===== src/rtl/tcm_pkg.sv =====
package tcm_pkg;
  localparam int unsigned FETCH_W = 64;
  localparam int unsigned DATA_W  = 32;
  localparam int unsigned LANES   = DATA_W / 8;

  // Upper bits of address and base agree above the window size.
  function automatic logic win_match(input logic [31:0] a,
                                     input logic [31:0] b,
                                     input int unsigned lg);
    return (a >> lg) == (b >> lg);
  endfunction

  // Byte lanes the fabric may still write when the core stores too.
  function automatic logic [LANES-1:0] fab_lanes(input logic [LANES-1:0] core_we,
                                                 input logic [LANES-1:0] fab_we,
                                                 input logic             same_word);
    return same_word ? (fab_we & ~core_we) : fab_we;
  endfunction
endpackage


===== src/rtl/tcm_fetch_side.sv =====
module tcm_fetch_side #(
  parameter int unsigned WIN_LOG2 = 17,
  localparam int unsigned AW = WIN_LOG2 - 3
) (
  input  logic                         clk,
  input  logic                         rst_n,
  input  logic [31:0]                  base,
  input  logic                         req,
  input  logic [31:0]                  addr,
  input  logic                         pl_we,
  input  logic [AW-1:0]                pl_addr,
  input  logic [tcm_pkg::FETCH_W-1:0]  pl_wdata,
  output logic                         ram_en,
  output logic                         ram_we,
  output logic [AW-1:0]                ram_addr,
  output logic [tcm_pkg::FETCH_W-1:0]  ram_wdata,
  input  logic [tcm_pkg::FETCH_W-1:0]  ram_rdata,
  output logic [tcm_pkg::FETCH_W-1:0]  rdata,
  output logic                         valid,
  output logic                         cinh
);
  logic fetch_hit;
  logic fetch_issue;
  logic fetch_dropped;
  logic valid_q;

  assign fetch_hit     = req && tcm_pkg::win_match(addr, base, WIN_LOG2) && (addr[2:0] == 3'b000);
  assign fetch_issue   = fetch_hit && !pl_we;
  assign fetch_dropped = fetch_hit && pl_we;

  assign ram_en    = fetch_issue || pl_we;
  assign ram_we    = pl_we;
  assign ram_addr  = pl_we ? pl_addr : addr[WIN_LOG2-1:3];
  assign ram_wdata = pl_wdata;

  always_ff @(posedge clk or negedge rst_n) begin
    if (!rst_n) valid_q <= 1'b0;
    else        valid_q <= fetch_issue;
  end

  assign valid = valid_q;
  assign cinh  = valid_q;
  assign rdata = valid_q ? ram_rdata : '0;

  AST_FETCH_NO_CORE_WRITE: assert property (@(posedge clk) disable iff (!rst_n)
    ram_we |-> pl_we);
  AST_FETCH_VALID_FOLLOWS_REQ: assert property (@(posedge clk) disable iff (!rst_n)
    valid |-> $past(req && !pl_we));
  AST_FETCH_DROP_NO_VALID: assert property (@(posedge clk) disable iff (!rst_n)
    fetch_dropped |=> !valid);
  AST_FETCH_MISS_IDLE: assert property (@(posedge clk) disable iff (!rst_n)
    (!req && !pl_we) |-> !ram_en);
  AST_FETCH_IDLE_ZERO: assert property (@(posedge clk) disable iff (!rst_n)
    !valid |-> (rdata == '0 && !cinh));
endmodule


===== src/rtl/tcm_data_side.sv =====
module tcm_data_side #(
  parameter int unsigned WIN_LOG2 = 16,
  localparam int unsigned AW = WIN_LOG2 - 2
) (
  input  logic                        clk,
  input  logic                        rst_n,
  input  logic [31:0]                 base,
  input  logic                        req,
  input  logic                        we,
  input  logic [tcm_pkg::LANES-1:0]   be,
  input  logic [31:0]                 addr,
  input  logic [tcm_pkg::DATA_W-1:0]  wdata,
  output logic                        ram_en,
  output logic [tcm_pkg::LANES-1:0]   ram_we,
  output logic [AW-1:0]               ram_addr,
  output logic [tcm_pkg::DATA_W-1:0]  ram_wdata,
  input  logic [tcm_pkg::DATA_W-1:0]  ram_rdata,
  output logic [tcm_pkg::DATA_W-1:0]  rdata,
  output logic                        valid,
  output logic                        cinh
);
  logic data_hit;
  logic load_issue;
  logic store_issue;
  logic valid_q;

  assign data_hit    = req && tcm_pkg::win_match(addr, base, WIN_LOG2) && (addr[1:0] == 2'b00);
  assign load_issue  = data_hit && !we;
  assign store_issue = data_hit && we;

  assign ram_en    = data_hit;
  assign ram_we    = store_issue ? be : '0;
  assign ram_addr  = addr[WIN_LOG2-1:2];
  assign ram_wdata = wdata;

  always_ff @(posedge clk or negedge rst_n) begin
    if (!rst_n) valid_q <= 1'b0;
    else        valid_q <= load_issue;
  end

  assign valid = valid_q;
  assign cinh  = valid_q;
  assign rdata = valid_q ? ram_rdata : '0;

  AST_DATA_VALID_AFTER_LOAD: assert property (@(posedge clk) disable iff (!rst_n)
    valid |-> $past(req && !we));
  AST_DATA_STORE_NO_VALID: assert property (@(posedge clk) disable iff (!rst_n)
    (req && we) |=> !valid);
  AST_DATA_WE_WITHIN_BE: assert property (@(posedge clk) disable iff (!rst_n)
    (ram_we & ~be) == '0);
  AST_DATA_EN_NEEDS_REQ: assert property (@(posedge clk) disable iff (!rst_n)
    ram_en |-> req);
  AST_DATA_IDLE_ZERO: assert property (@(posedge clk) disable iff (!rst_n)
    !valid |-> (rdata == '0 && !cinh));
endmodule


===== src/rtl/tcm_port_b_guard.sv =====
module tcm_port_b_guard #(
  parameter int unsigned AW = 14
) (
  input  logic                        clk,
  input  logic                        rst_n,
  input  logic [tcm_pkg::LANES-1:0]   core_we,
  input  logic [AW-1:0]               core_addr,
  input  logic                        f_en,
  input  logic [tcm_pkg::LANES-1:0]   f_we,
  input  logic [AW-1:0]               f_addr,
  input  logic [tcm_pkg::DATA_W-1:0]  f_wdata,
  output logic                        b_en,
  output logic [tcm_pkg::LANES-1:0]   b_we,
  output logic [AW-1:0]               b_addr,
  output logic [tcm_pkg::DATA_W-1:0]  b_wdata
);
  logic same_word;

  assign same_word = (core_we != '0) && f_en && (core_addr == f_addr);

  assign b_en    = f_en;
  assign b_we    = f_en ? tcm_pkg::fab_lanes(core_we, f_we, same_word) : '0;
  assign b_addr  = f_addr;
  assign b_wdata = f_wdata;

  AST_NO_LANE_CLASH: assert property (@(posedge clk) disable iff (!rst_n)
    (b_addr == core_addr) |-> ((b_we & core_we) == '0));
  AST_FAB_PASS: assert property (@(posedge clk) disable iff (!rst_n)
    (f_en && core_we == '0) |-> (b_we == f_we));
endmodule


===== src/rtl/tcm_split_ctrl.sv =====
module tcm_split_ctrl #(
  parameter int unsigned FETCH_WIN_LOG2 = 17,
  parameter int unsigned DATA_WIN_LOG2  = 16,
  localparam int unsigned FAW = FETCH_WIN_LOG2 - 3,
  localparam int unsigned DAW = DATA_WIN_LOG2 - 2
) (
  input  logic            clk,
  input  logic            rst_n,
  input  logic [31:0]     fetch_base,
  input  logic [31:0]     data_base,
  input  logic            fetch_req,
  input  logic [31:0]     fetch_addr,
  output logic [63:0]     fetch_data,
  output logic            fetch_valid,
  output logic            fetch_cinh,
  input  logic            preload_we,
  input  logic [FAW-1:0]  preload_addr,
  input  logic [63:0]     preload_wdata,
  output logic            iram_en,
  output logic            iram_we,
  output logic [FAW-1:0]  iram_addr,
  output logic [63:0]     iram_wdata,
  input  logic [63:0]     iram_rdata,
  input  logic            dreq,
  input  logic            dwe,
  input  logic [3:0]      dbe,
  input  logic [31:0]     daddr,
  input  logic [31:0]     dwdata,
  output logic [31:0]     drdata,
  output logic            dvalid,
  output logic            dcinh,
  output logic            dram_en,
  output logic [3:0]      dram_we,
  output logic [DAW-1:0]  dram_addr,
  output logic [31:0]     dram_wdata,
  input  logic [31:0]     dram_rdata,
  input  logic            fab_en,
  input  logic [3:0]      fab_we,
  input  logic [DAW-1:0]  fab_addr,
  input  logic [31:0]     fab_wdata,
  output logic            dramb_en,
  output logic [3:0]      dramb_we,
  output logic [DAW-1:0]  dramb_addr,
  output logic [31:0]     dramb_wdata
);
  tcm_fetch_side #(.WIN_LOG2(FETCH_WIN_LOG2)) u_fetch (
    .clk(clk), .rst_n(rst_n), .base(fetch_base),
    .req(fetch_req), .addr(fetch_addr),
    .pl_we(preload_we), .pl_addr(preload_addr), .pl_wdata(preload_wdata),
    .ram_en(iram_en), .ram_we(iram_we), .ram_addr(iram_addr),
    .ram_wdata(iram_wdata), .ram_rdata(iram_rdata),
    .rdata(fetch_data), .valid(fetch_valid), .cinh(fetch_cinh)
  );

  tcm_data_side #(.WIN_LOG2(DATA_WIN_LOG2)) u_data (
    .clk(clk), .rst_n(rst_n), .base(data_base),
    .req(dreq), .we(dwe), .be(dbe), .addr(daddr), .wdata(dwdata),
    .ram_en(dram_en), .ram_we(dram_we), .ram_addr(dram_addr),
    .ram_wdata(dram_wdata), .ram_rdata(dram_rdata),
    .rdata(drdata), .valid(dvalid), .cinh(dcinh)
  );

  tcm_port_b_guard #(.AW(DAW)) u_guard (
    .clk(clk), .rst_n(rst_n),
    .core_we(dram_we), .core_addr(dram_addr),
    .f_en(fab_en), .f_we(fab_we), .f_addr(fab_addr), .f_wdata(fab_wdata),
    .b_en(dramb_en), .b_we(dramb_we), .b_addr(dramb_addr), .b_wdata(dramb_wdata)
  );
endmodule


===== config.mk =====
export PLATFORM = sky130hd
export DESIGN_NAME = tcm_split_ctrl
export DESIGN_NICKNAME = d
export VERILOG_FILES = /design/src/rtl/tcm_pkg.sv /design/src/rtl/tcm_fetch_side.sv /design/src/rtl/tcm_data_side.sv /design/src/rtl/tcm_port_b_guard.sv /design/src/rtl/tcm_split_ctrl.sv
export SDC_FILE = /design/constraint.sdc
export NUM_CORES = 1
export LEC_CHECK = 0
export ABC_AREA = 1
export ABC_CLOCK_PERIOD_IN_PS = 2200
export BUFFER_PORTS_ARGS = -buffer_cell sky130_fd_sc_hd__buf_4
export CORE_AREA = 2 2 265 267
export CTS_BUF_LIST = sky130_fd_sc_hd__clkbuf_16
export CTS_CLUSTER_DIAMETER = 40
export DETAILED_ROUTE_END_ITERATION = 10
export DIE_AREA = 0 0 267 269
export GPL_ROUTABILITY_DRIVEN = 0
export SETUP_SLACK_MARGIN = 0.15
export SLEW_MARGIN = 15
export SYNTH_ARGS = -nofsm -noshare
export SYNTH_HDL_FRONTEND = slang
export SYNTH_SLANG_ARGS = --single-unit

===== constraint.sdc =====
create_clock -name clk -period 2.2 [get_ports clk]
set_input_delay 0.33 -clock clk [delete_from_list [all_inputs] [get_ports clk]]
set_output_delay 0.33 -clock clk [all_outputs]
set_load 0.02 [all_outputs]

Word-level counts from Yosys, hierarchy flattened
Index checks and enable logic that the tools add are counted.
{"block": "totals", "ff_bits": 2, "ram_bits": 0, "rom_bits": 0, "word_cells": 28, "input_bits": 395, "latchBits": 0, "n_memories": 0, "out_inout_bits": 282}
{"block": "op_classes", "magnitude_cmp": 0, "n_mux": 6, "reduce_logical": 15, "multipliers": 0, "n_eq_ne": 3, "bitwise_logic": 2, "addsub": 0, "div": 0, "shift": 0}
{"op": "64-bit 2-to-1 mux", "n": 1}
{"op": "32-bit 2-to-1 mux", "n": 1}
{"op": "16-bit == test", "n": 1}
{"op": "15-bit == test", "n": 1}
{"op": "14-bit == test", "n": 1}
{"op": "14-bit 2-to-1 mux", "n": 1}
{"op": "4-bit 2-to-1 mux", "n": 3}
{"op": "1-bit logical AND", "n": 9}
{"op": "4-bit AND", "n": 1}
{"op": "4-bit inverter", "n": 1}
{"op": "4-bit nonzero test", "n": 1}
{"op": "3-bit logical NOT", "n": 1}
{"op": "1-bit logical NOT", "n": 2}
{"op": "2-bit logical NOT", "n": 1}
{"op": "1-bit logical OR", "n": 1}

Longest topological paths before layout
{"block": "depth", "depth_word": 10, "ltp_mapped": 12, "ltp_nobuf": 12}

Hierarchy
From an unflattened synthesis, not the netlist that was laid out.
{"block": "hier_totals", "hier_cells": 690, "hier_area_um2": 3321.9}
{"mod": "tcm_fetch_side", "area_per_inst_um2": 1570.3, "seq_area_each_um2": 25.0, "cells_each": 342, "instances": 1}
{"mod": "tcm_data_side", "area_per_inst_um2": 993.5, "seq_area_each_um2": 25.0, "cells_each": 196, "instances": 1}
{"mod": "tcm_port_b_guard", "area_per_inst_um2": 758.2, "seq_area_each_um2": 0.0, "cells_each": 152, "instances": 1}

Worst setup path after synthesis
OpenSTA, ideal clock, no wires.
{"block": "synth_timing", "path_type": "input to output", "from": "input daddr[1]", "to": "output dramb_we[0]", "n_path_buf": 0, "required_ps": 1870, "stages": 10, "arrival_time_ps": 1521, "path_slack_ps": 349, "cell_sequence": "nor3_2 -> nand2_1 -> nor2_2 -> nand3_2 -> nor2_4 -> nand2_4 -> nor2_2 -> nand3_1 -> nand2_1 -> inv_1"}
{"block": "synth_between", "elab_chain_cells": 9, "elab_cells_between_ends": 11, "classes_between": "3 x mux; 2 x bitwise; 6 x reduce/logical"}
{"item": "start, declared", "line": "tcm_split_ctrl.sv:27", "source": "input logic [31:0] daddr,"}
{"item": "2-bit logical NOT *", "line": "tcm_data_side.sv:27", "source": "assign data_hit = req && tcm_pkg::win_match(addr, base, WIN_LOG2) && (addr[1:0] == 2'b00);"}
{"item": "1-bit logical AND *", "line": "tcm_data_side.sv:27"}
{"item": "via dram_en", "line": "tcm_split_ctrl.sv:32", "source": "output logic dram_en,"}
{"item": "1-bit logical AND *", "line": "tcm_data_side.sv:29", "source": "assign store_issue = data_hit && we;"}
{"item": "4-bit 2-to-1 mux *", "line": "tcm_data_side.sv:32", "source": "assign ram_we = store_issue ? be : '0;"}
{"item": "via dram_we[0]", "line": "tcm_split_ctrl.sv:33", "source": "output logic [3:0] dram_we,"}
{"item": "4-bit nonzero test", "line": "tcm_port_b_guard.sv:19", "source": "assign same_word = (core_we != '0) && f_en && (core_addr == f_addr);"}
{"item": "1-bit logical AND (2 in a row)", "line": "tcm_port_b_guard.sv:19"}
{"item": "4-bit 2-to-1 mux *", "line": "tcm_pkg.sv:17", "source": "return same_word ? (fab_we & ~core_we) : fab_we;"}
{"item": "4-bit 2-to-1 mux *", "line": "tcm_port_b_guard.sv:22", "source": "assign b_we = f_en ? tcm_pkg::fab_lanes(core_we, f_we, same_word) : '0;"}
{"item": "end, declared", "line": "tcm_split_ctrl.sv:42", "source": "output logic [3:0] dramb_we,"}
The timed path passes the listed nets; every way through them passes the cells marked *.

Final worst setup path
{"block": "layout_timing", "from": "input daddr[0]", "to": "output dramb_we[2]"}
{"block": "layout_between", "elab_chain_cells": 9, "elab_cells_between_ends": 11, "classes_between": "3 x mux; 2 x bitwise; 6 x reduce/logical"}
{"item": "2-bit logical NOT *", "line": "tcm_data_side.sv:27"}
{"item": "1-bit logical AND *", "line": "tcm_data_side.sv:27"}
{"item": "1-bit logical AND *", "line": "tcm_data_side.sv:29"}
{"item": "4-bit 2-to-1 mux *", "line": "tcm_data_side.sv:32"}
{"item": "4-bit nonzero test", "line": "tcm_port_b_guard.sv:19"}
{"item": "1-bit logical AND (2 in a row)", "line": "tcm_port_b_guard.sv:19"}
{"item": "4-bit 2-to-1 mux *", "line": "tcm_pkg.sv:17"}
{"item": "4-bit 2-to-1 mux *", "line": "tcm_port_b_guard.sv:22"}
Every way passes the cells marked *; elsewhere a longest branch is shown, timed or not.

==> impl_metrics.py <==
metrics = {
    "logic_synthesis": {
        "ys_types": 27,
        "avgSynthCellArea_um2": 5.333,
        "synth-seq-area-share": 0.01652,
        "syn_nets": 963,
        "syn-instance-count": 568,
        "yosys_warnings": 0,
        "ys_seq_elements": 2,
        "netlist_area_mm2": 0.003029,
    },
    "power_and_ir_drop": {
        "total_power_uw": 990.1,
        "power_leakage_nw": 3.721,
        "swShare": 0.3231,
        "p_comb_frac": 0.681,
        "cell_internal_pwr_uw": 670.2,
        "power_frac_clock": 0.282,
        "ir_drop_mv": 0.2512,
        "power_switching_uw": 319.9,
        "p_seq_frac": 0.037,
        "power.density_mw_per_mm2": 159.0,
    },
    "clock_network": {
        "clkTransAtPathRegs_ns": 0.03,
        "clk_root_buffer_cell": "clkbuf_16",
        "max-clock-path-buffers": 2,
        "h-tree-depth": 1,
        "numCtsBuffers": 3,
        "cts_tree": "done",
        "cts_sinks": 2,
    },
    "worst_setup_path": {
        "cp_max_fo": 4,
        "path_cells": "buf_6, nor3_4, nand2_1, nor2_2, buf_6, nand3_4, nor2_4, o211ai_1, nand2_2, buf_6, nand3_2, nand2_2, inv_2, buf_6",
        "startpoint_type": "input port",
        "cp-end-kind": "primary output",
        "required_ns": 1.87,
        "arrival_ns": 1.79,
        "slowest_stage": "nor3_4",
        "crit_top_cell": "buf_6",
        "critical_path_class": "input port to primary output",
        "slowest_delay_ns": 0.16,
    },
    "floorplan": {
        "num_io_pins": 677,
        "rows": 97,
        "dieArea_mm2": 0.07182,
        "die_w_um": 267,
        "die_h_um": 269,
        "initial_core_util": 0.04371,
        "core_mm2": 0.06930,
    },
    "run_status": {
        "status": "complete, no violations",
    },
    "sta": {
        "fin_crit_ns": 2.120,
        "final_max_slew_viol_count": 0,
        "timing.final.crit_share": 0.9636,
        "relSlewSlack": 0.7134,
        "setup_viol": 0,
        "worst_pin_slew_ns": 0.4299,
        "fin_tns_setup_ns": 0,
        "worst_hold_slack_ns": 0.3327,
        "finalWorstSetupSlack_ns": 0.08018,
        "finalHoldViolCount": 0,
        "rsz0062_at_grt": "true",
        "fmax_mhz": 471.7,
    },
    "routing": {
        "drtPass1Iterations": 4,
        "vias": 4118,
        "viasPerCell": 2.361,
        "drt_wl_total_um": 18640,
        "postRouteAntennaNets": 0,
        "drc": 0,
        "drt_first_iter_violations": 64,
        "wl_per_cell_um": 10.69,
    },
    "placed_design": {
        "dpl_cell_area_mm2": 0.005964,
        "dp.cells": 1734,
        "place_hpwl_um": 16640,
        "numPortBuffers": 387,
        "dp_slack_ns": -0.07364,
    },
    "layout": {
        "fin_util": 0.08988,
        "fin_cells": 1744,
        "syn2layout_area_growth_pct": 105.6,
        "nets": 1197,
        "final_area_mm2": 0.006228,
        "final_layout_size_suffix_gt1_frac": 0.5506,
    },
    "min_path": {
        "min_from": "dwe",
        "hold_path_end": "u_data.cinh",
        "whs_path_depth": 2,
        "hp-class": "input port to flop",
    },
    "grt": {
        "grt_overflow": 0,
        "grt_pass1_vias": 3595,
        "grt_antenna_before_repair": 7,
        "track_usage": 0.04470,
        "grt_pass1_wl_um": 22030,
        "grt_max_degree": 67,
    },
    "job": {
        "drv_cap": 0,
    },
}
[layout make-up]
type	instances	area [um^2]
clock buffers	3	75.07
flip-flops and latches	2	51.30
multi-input cells	258	1308
well taps	940	1176
inverters	135	506.7
repair buffers	402	3100
diodes	3	7.507
fillers	8186	63070
clock inverters	1	3.754
[cells in the mapped netlist (all sizes together)]
cell type / number / share of area
a22o: 1 / 0.0029
buf: 160 / 0.40
clkbuf: 13 / 0.016
dfrtp: 2 / 0.017
inv: 135 / 0.17
nand2: 185 / 0.23
nand3: 7 / 0.015
nand3b: 1 / 0.0025
nand4: 4 / 0.0083
nor2: 15 / 0.029
nor3: 4 / 0.0083
nor4: 3 / 0.0062
nor4b: 1 / 0.0029
o211ai: 2 / 0.0050
o21ai: 5 / 0.0083
o22ai: 3 / 0.0062
or2: 1 / 0.0021
xnor2: 13 / 0.038
xor2: 13 / 0.038
[how the worst max path moves through the flow]
| stage | startpoint | endpoint | slack (ns) | cells after the start |
|---|---|---|---|---|
| global route | daddr[0] | dramb_we[1] | -0.04 | 14 |
| CTS | daddr[0] | dramb_we[2] | 0.008 | 14 |
| floorplan | daddr[1] | dramb_we[0] | 0.35 | 10 |
| finish | daddr[0] | dramb_we[2] | 0.08 | 14 |
| global placement | daddr[1] | dramb_we[0] | -0.06 | 13 |
| detailed placement | daddr[1] | dramb_we[0] | -0.07 | 13 |
[kinds of logic after synthesis]
logic type	Yosys count	synth area share
buffers and inverters	308	0.5799
DFF	2	0.01652
and+or+nand+nor	221	0.3061
AOI/OAI and AO/OA	11	0.02230
xor gates and xnor gates	26	0.07518
[cells in the final DEF, fill, tap and decap left out, types with 2 or more instances in the layout]
cell	instances
buf_6	18
nand3_4	3
nor2_4	5
xor2_1	13
o211ai_1	2
buf_4	382
nand3_2	3
nor3_1	3
inv_2	12
o21ai_0	3
diode_2	3
o22ai_1	3
inv_1	124
nand4_1	4
nor2_1	6
nor4_1	2
nand2_2	6
nand2_1	178
nor2_2	4
o21ai_1	2
xnor2_1	13
clkbuf_16	3
[timing repair]
item	in CTS	in global routing
setup buffers	1	1
endpoints found under the setup margin	6	7
resized for setup	22	25
endpoints found under the hold margin	2	0
hold buffers	1	0
pin swaps	11	23
[sequential cells by signal, indices dropped and copies added, names as in the netlist]
signal and count:
u_data.cinh 1, u_fetch.cinh 1
[worst max-delay path, delay by kind of cell]
| kind | cells | cell delay [ns] |
|---|---|---|
| buffers and inverters | 5 | 0.51 |
| AOI/OAI and AO/OA | 1 | 0.12 |
| and+or+nand+nor | 8 | 0.82 |
[power groups by stage]
stage / registers [mW] / logic [mW] / clock network (mW)
after floorplan: 0.0375 / 0.569 / 0
final: 0.0371 / 0.674 / 0.279
after CTS: 0.0371 / 0.673 / 0.285
after global placement: 0.0374 / 0.657 / 0
after detailed placement: 0.0374 / 0.663 / 0
after global routing: 0.0370 / 0.731 / 0.293
[metal layers]
metal | part of all wire | routed length (um) | GRT usage
met4 | 0.044 | 815 | 0.02581
met1 | 0.27 | 5083 | 0.03155
met3 | 0.22 | 4049 | 0.03799
met5 | 0.011 | 212 | 0.01892
met2 | 0.45 | 8482 | 0.07813
(Power assumes the default switching activity.)
